$ cat src/rtl/stk_exec_pkg.sv
package stk_exec_pkg;
  localparam int NLOC = 4;
  localparam int LIW  = $clog2(NLOC);

  localparam logic [7:0] OPC_PUSH_ARG  = 8'h10;
  localparam logic [7:0] OPC_PUSH_ZERO = 8'h03;
  localparam logic [7:0] OPC_ADD       = 8'h60;
  localparam logic [7:0] OPC_RET       = 8'hB1;

  typedef enum logic [2:0] {
    K_ARG, K_ZERO, K_LOAD, K_STORE, K_ADD, K_RET, K_ILL
  } op_kind_e;

  typedef struct packed {
    op_kind_e         kind;
    logic [LIW-1:0]   idx;
  } op_dec_t;

  typedef enum logic [1:0] {
    ST_IDLE, ST_FETCH, ST_ARG, ST_HALT
  } state_e;
endpackage

$ cat src/rtl/stk_exec_decode.sv
module stk_exec_decode
  import stk_exec_pkg::*;
(
  input  logic [7:0] opc_i,
  output op_dec_t    dec_o
);
  always_comb begin
    dec_o.kind = K_ILL;
    dec_o.idx  = '0;
    case (opc_i)
      OPC_PUSH_ARG:  dec_o.kind = K_ARG;
      OPC_PUSH_ZERO: dec_o.kind = K_ZERO;
      OPC_ADD:       dec_o.kind = K_ADD;
      OPC_RET:       dec_o.kind = K_RET;
      8'h1B: begin dec_o.kind = K_LOAD;  dec_o.idx = LIW'(1); end
      8'h1C: begin dec_o.kind = K_LOAD;  dec_o.idx = LIW'(2); end
      8'h1D: begin dec_o.kind = K_LOAD;  dec_o.idx = LIW'(3); end
      8'h3B: begin dec_o.kind = K_STORE; dec_o.idx = LIW'(0); end
      8'h3C: begin dec_o.kind = K_STORE; dec_o.idx = LIW'(1); end
      8'h3D: begin dec_o.kind = K_STORE; dec_o.idx = LIW'(2); end
      8'h3E: begin dec_o.kind = K_STORE; dec_o.idx = LIW'(3); end
      default: ;
    endcase
  end
endmodule

$ cat src/rtl/stk_exec_stack.sv
module stk_exec_stack #(
  parameter int DW    = 32,
  parameter int DEPTH = 16,
  localparam int CW   = $clog2(DEPTH + 1)
) (
  input  logic          clk_i,
  input  logic          rst_ni,
  input  logic          clear_i,
  input  logic [1:0]    pop_cnt_i,
  input  logic          push_i,
  input  logic [DW-1:0] wdata_i,
  output logic [CW-1:0] count_o,
  output logic [DW-1:0] tos_o,
  output logic [DW-1:0] nos_o
);
  logic [DW-1:0] mem_q [DEPTH];
  logic [CW-1:0] cnt_q;
  logic [CW-1:0] base;

  assign base    = cnt_q - CW'(pop_cnt_i);
  assign count_o = cnt_q;

  always_ff @(posedge clk_i or negedge rst_ni) begin
    if (!rst_ni)      cnt_q <= '0;
    else if (clear_i) cnt_q <= '0;
    else              cnt_q <= base + CW'(push_i);
  end

  for (genvar g = 0; g < DEPTH; g++) begin : g_ent
    always_ff @(posedge clk_i or negedge rst_ni) begin
      if (!rst_ni) mem_q[g] <= '0;
      else if (push_i && !clear_i && base == CW'(g)) mem_q[g] <= wdata_i;
    end
  end

  always_comb begin
    tos_o = '0;
    nos_o = '0;
    for (int i = 0; i < DEPTH; i++) begin
      if (cnt_q == CW'(i + 1)) tos_o = mem_q[i];
      if (cnt_q == CW'(i + 2)) nos_o = mem_q[i];
    end
  end

  AST_STK_BOUND: assert property (@(posedge clk_i) disable iff (!rst_ni)
    cnt_q <= CW'(DEPTH));
  AST_NO_OVERFLOW: assert property (@(posedge clk_i) disable iff (!rst_ni)
    (push_i && !clear_i) |-> (base < CW'(DEPTH)));
  AST_NO_UNDERFLOW: assert property (@(posedge clk_i) disable iff (!rst_ni)
    !clear_i |-> (CW'(pop_cnt_i) <= cnt_q));
endmodule

$ cat src/rtl/stk_exec_locals.sv
module stk_exec_locals #(
  parameter int DW   = 32,
  parameter int NLOC = 4,
  localparam int IW  = $clog2(NLOC)
) (
  input  logic          clk_i,
  input  logic          rst_ni,
  input  logic          we_i,
  input  logic [IW-1:0] widx_i,
  input  logic [DW-1:0] wdata_i,
  input  logic [IW-1:0] ridx_i,
  output logic [DW-1:0] rdata_o,
  input  logic [IW-1:0] dbg_idx_i,
  output logic [DW-1:0] dbg_data_o
);
  logic [DW-1:0] loc_q [NLOC];

  for (genvar g = 0; g < NLOC; g++) begin : g_loc
    always_ff @(posedge clk_i or negedge rst_ni) begin
      if (!rst_ni) loc_q[g] <= '0;
      else if (we_i && widx_i == IW'(g)) loc_q[g] <= wdata_i;
    end

    AST_LOC_HOLD: assert property (@(posedge clk_i) disable iff (!rst_ni)
      !(we_i && widx_i == IW'(g)) |=> $stable(loc_q[g]));
  end

  assign rdata_o    = loc_q[ridx_i];
  assign dbg_data_o = loc_q[dbg_idx_i];
endmodule

$ cat src/rtl/stk_exec_top.sv
module stk_exec_top
  import stk_exec_pkg::*;
#(
  parameter int AW    = 16,
  parameter int DW    = 32,
  parameter int DEPTH = 16,
  localparam int CW   = $clog2(DEPTH + 1)
) (
  input  logic           clk_i,
  input  logic           rst_ni,
  input  logic           start_i,
  input  logic [AW-1:0]  start_addr_i,
  output logic [AW-1:0]  pmem_addr_o,
  input  logic [7:0]     pmem_rdata_i,
  output logic           busy_o,
  output logic           done_o,
  output logic           stk_err_o,
  output logic           ill_op_o,
  output logic [DW-1:0]  tos_o,
  output logic [CW-1:0]  depth_o,
  input  logic [LIW-1:0] loc_sel_i,
  output logic [DW-1:0]  loc_data_o
);
  state_e        state_q, state_d;
  logic [AW-1:0] pc_q, pc_d;
  logic          done_q, done_d, serr_q, serr_d, ill_q, ill_d;

  op_dec_t       dec;
  logic [1:0]    pop_cnt;
  logic          push;
  logic [DW-1:0] wdata, tos, nos, loc_rd;
  logic [CW-1:0] cnt;
  logic          lwe;
  logic          full, empty;

  stk_exec_decode u_dec (.opc_i(pmem_rdata_i), .dec_o(dec));

  stk_exec_stack #(.DW(DW), .DEPTH(DEPTH)) u_stk (
    .clk_i, .rst_ni, .clear_i(start_i), .pop_cnt_i(pop_cnt), .push_i(push),
    .wdata_i(wdata), .count_o(cnt), .tos_o(tos), .nos_o(nos)
  );

  stk_exec_locals #(.DW(DW), .NLOC(NLOC)) u_loc (
    .clk_i, .rst_ni, .we_i(lwe), .widx_i(dec.idx), .wdata_i(tos),
    .ridx_i(dec.idx), .rdata_o(loc_rd), .dbg_idx_i(loc_sel_i), .dbg_data_o(loc_data_o)
  );

  assign full  = (cnt == CW'(DEPTH));
  assign empty = (cnt == '0);

  always_comb begin
    state_d = state_q;
    pc_d    = pc_q;
    done_d  = done_q;
    serr_d  = serr_q;
    ill_d   = ill_q;
    pop_cnt = 2'd0;
    push    = 1'b0;
    wdata   = '0;
    lwe     = 1'b0;
    if (start_i) begin
      state_d = ST_FETCH;
      pc_d    = start_addr_i;
      done_d  = 1'b0;
      serr_d  = 1'b0;
      ill_d   = 1'b0;
    end else begin
      case (state_q)
        ST_FETCH: begin
          // Faults are caught here, before any state or pc change
          case (dec.kind)
            K_ARG, K_ZERO, K_LOAD: begin
              if (full) begin
                serr_d  = 1'b1;
                state_d = ST_HALT;
              end else if (dec.kind == K_ARG) begin
                state_d = ST_ARG;
                pc_d    = pc_q + AW'(1);
              end else begin
                push  = 1'b1;
                wdata = (dec.kind == K_LOAD) ? loc_rd : '0;
                pc_d  = pc_q + AW'(1);
              end
            end
            K_STORE: begin
              if (empty) begin
                serr_d  = 1'b1;
                state_d = ST_HALT;
              end else begin
                pop_cnt = 2'd1;
                lwe     = 1'b1;
                pc_d    = pc_q + AW'(1);
              end
            end
            K_ADD: begin
              if (cnt < CW'(2)) begin
                serr_d  = 1'b1;
                state_d = ST_HALT;
              end else begin
                pop_cnt = 2'd2;
                push    = 1'b1;
                wdata   = tos + nos;
                pc_d    = pc_q + AW'(1);
              end
            end
            K_RET: begin
              done_d  = 1'b1;
              state_d = ST_HALT;
            end
            default: begin
              ill_d   = 1'b1;
              state_d = ST_HALT;
            end
          endcase
        end
        ST_ARG: begin
          push    = 1'b1;
          wdata   = {{(DW-8){pmem_rdata_i[7]}}, pmem_rdata_i};
          pc_d    = pc_q + AW'(1);
          state_d = ST_FETCH;
        end
        default: ;
      endcase
    end
  end

  always_ff @(posedge clk_i or negedge rst_ni) begin
    if (!rst_ni) begin
      state_q <= ST_IDLE;
      pc_q    <= '0;
      done_q  <= 1'b0;
      serr_q  <= 1'b0;
      ill_q   <= 1'b0;
    end else begin
      state_q <= state_d;
      pc_q    <= pc_d;
      done_q  <= done_d;
      serr_q  <= serr_d;
      ill_q   <= ill_d;
    end
  end

  assign pmem_addr_o = pc_q;
  assign busy_o      = (state_q == ST_FETCH) || (state_q == ST_ARG);
  assign done_o      = done_q;
  assign stk_err_o   = serr_q;
  assign ill_op_o    = ill_q;
  assign tos_o       = tos;
  assign depth_o     = cnt;

  AST_START_LOAD: assert property (@(posedge clk_i) disable iff (!rst_ni)
    start_i |=> (pmem_addr_o == $past(start_addr_i)) && (depth_o == '0) && busy_o);
  AST_ARG_STEP: assert property (@(posedge clk_i) disable iff (!rst_ni)
    (state_q == ST_FETCH && dec.kind == K_ARG && !full && !start_i)
      |=> (state_q == ST_ARG) && (pmem_addr_o == $past(pmem_addr_o) + AW'(1)));
  AST_ADD_DEPTH: assert property (@(posedge clk_i) disable iff (!rst_ni)
    (state_q == ST_FETCH && dec.kind == K_ADD && cnt >= CW'(2) && !start_i)
      |=> depth_o == $past(depth_o) - CW'(1));
  AST_DONE_HOLD: assert property (@(posedge clk_i) disable iff (!rst_ni)
    (done_o && !start_i) |=> done_o && $stable(pmem_addr_o));
  AST_HALT_FROZEN: assert property (@(posedge clk_i) disable iff (!rst_ni)
    (state_q == ST_HALT && !start_i) |=> $stable(depth_o) && $stable(tos_o));
  AST_ONE_CAUSE: assert property (@(posedge clk_i) disable iff (!rst_ni)
    $onehot0({done_o, stk_err_o, ill_op_o}));
  AST_ILL_IDLE: assert property (@(posedge clk_i) disable iff (!rst_ni)
    ill_op_o |-> !busy_o);
endmodule

$ cat config.mk
export PLATFORM = sky130hd
export DESIGN_NAME = stk_exec_top
export DESIGN_NICKNAME = d
export VERILOG_FILES = /design/src/rtl/stk_exec_pkg.sv /design/src/rtl/stk_exec_decode.sv /design/src/rtl/stk_exec_stack.sv /design/src/rtl/stk_exec_locals.sv /design/src/rtl/stk_exec_top.sv
export SDC_FILE = /design/constraint.sdc
export NUM_CORES = 2
export LEC_CHECK = 0
export BUFFER_PORTS_ARGS = -buffer_cell sky130_fd_sc_hd__buf_4
export CAP_MARGIN = 30
export CORE_AREA = 2 2 208 292
export DETAILED_ROUTE_END_ITERATION = 10
export DIE_AREA = 0 0 210 294
export PLACE_DENSITY = 0.83
export SLEW_MARGIN = 20
export SYNTH_ARGS = -nofsm -noshare
export SYNTH_HDL_FRONTEND = slang
export SYNTH_SLANG_ARGS = --single-unit
$ cat constraint.sdc
create_clock -name clk_i -period 7.2 [get_ports clk_i]
set_input_delay 1.44 -clock clk_i [delete_from_list [all_inputs] [get_ports clk_i]]
set_output_delay 1.44 -clock clk_i [all_outputs]
set_load 0.01 [all_outputs]
After elaboration in Yosys (flattened, before gate mapping)
Cells that the tools add are included.
- register bits: 666
- memories: 0
- word-level logic and storage cells: 230
- latch bits: 0
- bits in writable memories: 0
- input bits: 29
- bits in read-only memories: 0
- mux-type cells: 88
- multipliers: 0
- shift operators: 0
- add/sub/neg operators: 4
- equal/unequal tests: 64
- div/mod/pow operators: 0
- bitwise operators: 2
- reduce and logical (&&, ||, !) cells: 43
- order comparisons: 3
- operators by type and width (operator ; number):
    2-to-1 mux 32 bit ; 41
    binary-select mux 32 bit (select 2 bit) ; 2
    one-hot mux 32 bit (2 select lines) ; 2
    == test 5 x 4 -> 1 bit, second input constant ; 16
    2-to-1 mux 16 bit ; 4
    one-hot mux 16 bit (3 select lines) ; 1
    == test 5 x 3 -> 1 bit, second input constant ; 8
    adder 32 bit ; 1
    == test 8 x 5 -> 1 bit, second input constant ; 4
    == test 8 x 6 -> 1 bit, second input constant ; 4
    one-hot mux 16 bit (2 select lines) ; 1
    logical AND 1 bit ; 21
    == test 5 x 2 -> 1 bit, second input constant ; 4
    2-to-1 mux 1 bit ; 20
    != test 4 bit, second input constant ; 5
    one-hot mux 3 bit (6 select lines) ; 1
    adder 16 x 1 -> 16 bit, second input constant ; 1
    2-to-1 mux 2 bit ; 8
    one-hot mux 2 bit (3 select lines) ; 2
    == test 5 x 1 -> 1 bit, second input constant ; 2
    == test 5 bit, second input constant ; 2
    zero test 5 bit ; 2
    AND reduction 5 bit ; 2
    != test 3 bit, second input constant ; 3
    33 further kinds ; 47

Depth between registers and ports, before layout
- depth after elaboration: 22
- mapped depth: 24
- depth with buffers taken out: 17

Modules after synthesis
A second synthesis with hierarchy kept.
- cell total of the unflattened synthesis: 3499
- area total of the unflattened synthesis: 38391.8 sq um
- modules (own cells, without submodules) (module ; cells an instance ; area each (sq um) ; instances):
    stk_exec_stack ; 2664 ; 28558.6 ; 1
    stk_exec_locals ; 350 ; 6263.5 ; 1
    stk_exec_top ; 455 ; 3321.9 ; 1
    stk_exec_decode ; 30 ; 247.7 ; 1

Least setup slack after synthesis
No wires, ideal clock.
- path type: input -> register
- start point: input pmem_rdata_i[1]
- end point: register u_stk.mem_q[363] (netlist name)
- path slack: 1.814 ns
- data required time: 7.065 ns
- stages on the path: 18
- arrival time: 5.251 ns
- cell sequence: buf_6 -> or4b_4 -> nor2_4 -> nand2_1 -> clkbuf_1 -> or3_1 -> fa_1 -> nor3_1 -> xnor2_1 -> nand2_1 -> nor2_1 -> nand2_1 -> buf_2 -> or4_1 -> buf_2 -> buf_2 -> nand2_1 -> o21ai_0
- longest elaborated chain between the ends: 13
- elaborated cells on any way between the ends: 46
- those cells by class: add/sub: 1; eq/ne: 16; mux: 19; bitwise: 1; reduce/logical: 9
- ends and longest elaborated chain (what ; RTL line ; RTL):
    start: declaration ; stk_exec_top.sv:14 ; input logic [7:0] pmem_rdata_i,
    branches (longest 13 deep; another with subtractor 5 x 2 -> 5 bit) ; -- ;
    end signal: indexed assignment ; stk_exec_stack.sv:32 ; else if (push_i && !clear_i && base == CW'(g)) mem_q[g] <= wdata_i;
    end: declaration ; stk_exec_stack.sv:16 ; logic [DW-1:0] mem_q [DEPTH];
Parallel ways; which one is timed is not known. The select of a mux whose other input is x is not followed.
A chain may end at the register's enable or synchronous reset.

Worst setup path after layout
- start point: register u_stk.cnt_q[2] (netlist: u_stk.count_o[2])
- end point: register u_stk.mem_q[272] (netlist name)
- longest elaborated chain between the ends: 22
- elaborated cells on any way between the ends: 71
- those cells by class: add/sub: 2; order compare: 1; eq/ne: 18; mux: 47; reduce/logical: 3
- ends and longest elaborated chain (what ; RTL line ; RTL):
    start: declaration ; stk_exec_stack.sv:17 ; logic [CW-1:0] cnt_q;
    start signal: assignment ; stk_exec_stack.sv:26 ; else cnt_q <= base + CW'(push_i);
    == test 5 x 1 -> 1 bit / == test 5 x 2 -> 1 bit (equally long branches) ; stk_exec_stack.sv:40, stk_exec_stack.sv:41 ;
    2-to-1 mux 32 bit, on equally long branches (16 in series) ; stk_exec_stack.sv:40, stk_exec_stack.sv:41 ;
    adder 32 bit ; stk_exec_top.sv:102 ; wdata = tos + nos;
    2-to-1 mux 32 bit ; stk_exec_top.sv:96 ; if (cnt < CW'(2)) begin
    one-hot mux 32 bit (2 select lines) ; stk_exec_top.sv:71 ; case (dec.kind)
    one-hot mux 32 bit (2 select lines) ; stk_exec_top.sv:68 ; case (state_q)
    2-to-1 mux 32 bit ; stk_exec_top.sv:61 ; if (start_i) begin
Parallel ways exist; a longest one is shown, timed or not.

==> impl_metrics.csv <==
group,metric,value,unit
yosys,synth-warning-count,0,
clock_tree,cts_buffers,59,
clock_tree,hold_buffers,0,
job,cap_violations,0,
clock_tree,path_clk_slew,0.07,ns
power,power_leakage,17.60,nW
finish,drive_above_1_share,16.97,%
clock_tree,clock_latency,0.64,ns
status,status,"finished clean",
critical_path,crit_type,"flop to flop",
yosys,ys_ff_latch,666,
drt,ant_nets,0,
floorplanning,row_count,106,
drt,vias_per_cell,7.256,
yosys,synth_cells,3718,
drt,drt-total-wl,122.1,mm
global_routing,grt_max_degree,154,
global_routing,grt_first_pass_wirelength,187.5,mm
timing,skew,0.02424,ns
drt,drc,0,
finish,fin_area,39480,µm²
yosys,synth_xor_area_share,0.7099,%
power,peakVddDrop,186.3,µV
placement,hpwlAfterDp,80.59,mm
global_routing,grt_pass1_vias,31760,
yosys,synthArstFlopShare,100.0,%
floorplanning,die_w,210,µm
global_routing,antenna_found_initial,3,
critical_path,r2r_setup_slack,0.52,ns
placement,port_buffers,117,
critical_path,arrival,7.15,ns
floorplanning,core,59280,µm²
yosys,syn_area_per_cell,9.623,µm²
timing,slew_headroom,28.02,%
yosys,synth_compound_area_share,23.54,%
yosys,yosys.cell_types.count,97,
clock_tree,clockBufferDepth,3,
floorplanning,fp.dieH,294,µm
critical_path,startpoint_type,"flop",
critical_path,crit_fanout,22,
timing,setup_tns,0,ns
clock_tree,cts_tree,"yes",
timing,rsz0062_at_grt,"false",
yosys,yosysSeqAreaShare,46.58,%
yosys,synth.area.mux_share,7.876,%
clock_tree,post_cts_buffers,0,
yosys,synth_edf_count,0,
yosys,synth_area_leaders,"dfrtp_1 (47%), nand2_1 (5.7%), o21ai_0 (4.7%)",
timing,hold_violations,0,
clock_tree,cts_root_buffer,"clkbuf_16",
finish,mostFrequentLayoutCells,"dfrtp_1 (665), nand2_1 (544), o21ai_0 (333)",
drt,vias,32860,
drt,dr.pass1.iters,9,
power,power.density,182.5,nW/µm²
critical_path,crit_required,7.67,ns
finish,final_common_cell,"dfrtp_1",
drt,drt_iter0_drc,5711,
global_routing,grt-ovfl-total,0,
timing,setup_ws,0.5173,ns
floorplanning,start_util,60.35,%
yosys,synth_top_family_by_area,"compound AO/OA/AOI/OAI gates",
yosys,yosys.area.top_type,"dfrtp_1",
clock_tree,h-tree-depth,2,
yosys,ys.flop_type,"dfrtp_1",
critical_path,setup.worst_path.end_class,"flop",
timing,timing.final.crit_share,92.81,%
timing,worstMarginPinSlew,1.071,ns
floorplanning,die-area,61740,µm²
timing,fmax,149.6,MHz
yosys,syn_area,35780,µm²
yosys,synth_top_area_share,46.58,%
placement,place_ws,0.9837,ns
yosys,yosys.area_share.simple,15.01,%
timing,period_needed,6.683,ns
power,total_power,7.207,mW
timing,setup-violations-final,0,
placement,place_congestion,0.9669,
global_routing,grt_usage,39.27,%
finish,nets,3797,
hold_path,hold_path_class,"flop to flop",
yosys,synthAdderAreaFrac,1.441,%
clock_tree,post_cts_resized,0,
timing,finalMaxSlewViolations,0,
finish,area_growth,10.35,%
yosys,syn_nets,3787,
clock_tree,cts.sinks,666,
placement,placed_area,37510,µm²
drt,avgRoutedWirePerCell,26.95,µm
floorplanning,io_pins,118,
[cells by family (layout without fill, tap and decap cells)]
family,count (synthesis),in the layout
AO/OA/AOI/OAI,1317,1317
AND/OR/NAND/NOR,1113,1113
flip-flops,666,666
buffers and inverters,365,418
multiplexers,188,188
adder cells (fa/ha/maj),40,40
XOR/XNOR,29,29
other,0,2
[final cells by class]
cell class	count	area, µm²
well taps	756	945.9
flip-flops and latches	666	16670
fillers	4387	19810
repair buffers	280	2336
clock inverters	14	112.6
clock buffers	90	1793
multi-input cells	2687	17490
inverters	34	127.6
diodes	2	5.005
[cells in the mapped netlist, types with 26 or more instances]
| library cell | number |
|---|---|
| a221o_1 | 26 |
| a31oi_1 | 55 |
| mux2_2 | 108 |
| clkbuf_1 | 158 |
| mux4_2 | 64 |
| a211oi_1 | 26 |
| nor2_1 | 258 |
| o22ai_1 | 44 |
| dfrtp_1 | 666 |
| nor3_1 | 26 |
| nand3_1 | 62 |
| a22oi_1 | 204 |
| nand4_1 | 37 |
| inv_1 | 32 |
| o21ai_1 | 161 |
| buf_1 | 33 |
| o21ai_0 | 333 |
| buf_2 | 106 |
| a221oi_1 | 39 |
| ha_1 | 38 |
| a21oi_1 | 227 |
| nand2_1 | 546 |
| a222oi_1 | 67 |
[flip-flops by register name, indices dropped and copies added (netlist names)]
register       flops
done_o             1
ill_op_o           1
pmem_addr_o       16
state_q            2
stk_err_o          1
u_loc.loc_q      128
u_stk.count_o      5
u_stk.mem_q      512
[worst max-delay path, stage by stage, from the launching register on]
cell	delay (ns)
dfrtp_1	0.53
nand3b_1	0.40
nor2_4	0.25
nor3_1	0.80
buf_4	0.39
nand3_1	0.13
a211oi_1	0.46
nor3_1	0.13
a21oi_1	0.46
inv_1	0.18
ha_1	0.40
o21ai_0	0.38
o21ai_0	0.20
a311oi_1	0.43
o21ai_0	0.26
o31ai_1	0.30
xnor2_1	0.21
a21oi_1	0.21
buf_4	0.28
a21oi_1	0.11
[layer usage]
metal	GRT usage [%]	routed length (µm)
met1	47.92	41780
met2	60.94	55280
met3	9.915	14750
met4	28.28	10250
met5	0	0
[power breakdown]
| group | switching [mW] | internal [mW] |
|---|---|---|
| logic | 0.160 | 0.0730 |
| registers | 0.0200 | 3.75 |
| clock network | 1.46 | 1.74 |
[per-stage QoR]
step                hold WS, ns  cells  util [%]
floorplan                0.4498   3718         -
global placement         0.4639   4414     63.06
detailed placement       0.4705   4420     63.28
CTS                      0.4854   4524     66.49
global route             0.5364   4527     66.58
finish                   0.4897   4529     66.59
[final timing paths]
path                             startpoint                to  cells after the start
max in group asynchronous            rst_ni  u_stk.mem_q[349]                      2
hold reg to reg              u_stk.mem_q[0]    u_stk.mem_q[0]                      2
min in group asynchronous            rst_ni  u_stk.mem_q[426]                      1
setup reg to reg           u_stk.count_o[2]  u_stk.mem_q[272]                     19
setup / recovery           u_stk.count_o[2]  u_stk.mem_q[272]                     19
hold / removal               u_stk.mem_q[0]    u_stk.mem_q[0]                      2
No activity file was read; power rests on OpenSTA's default activity.
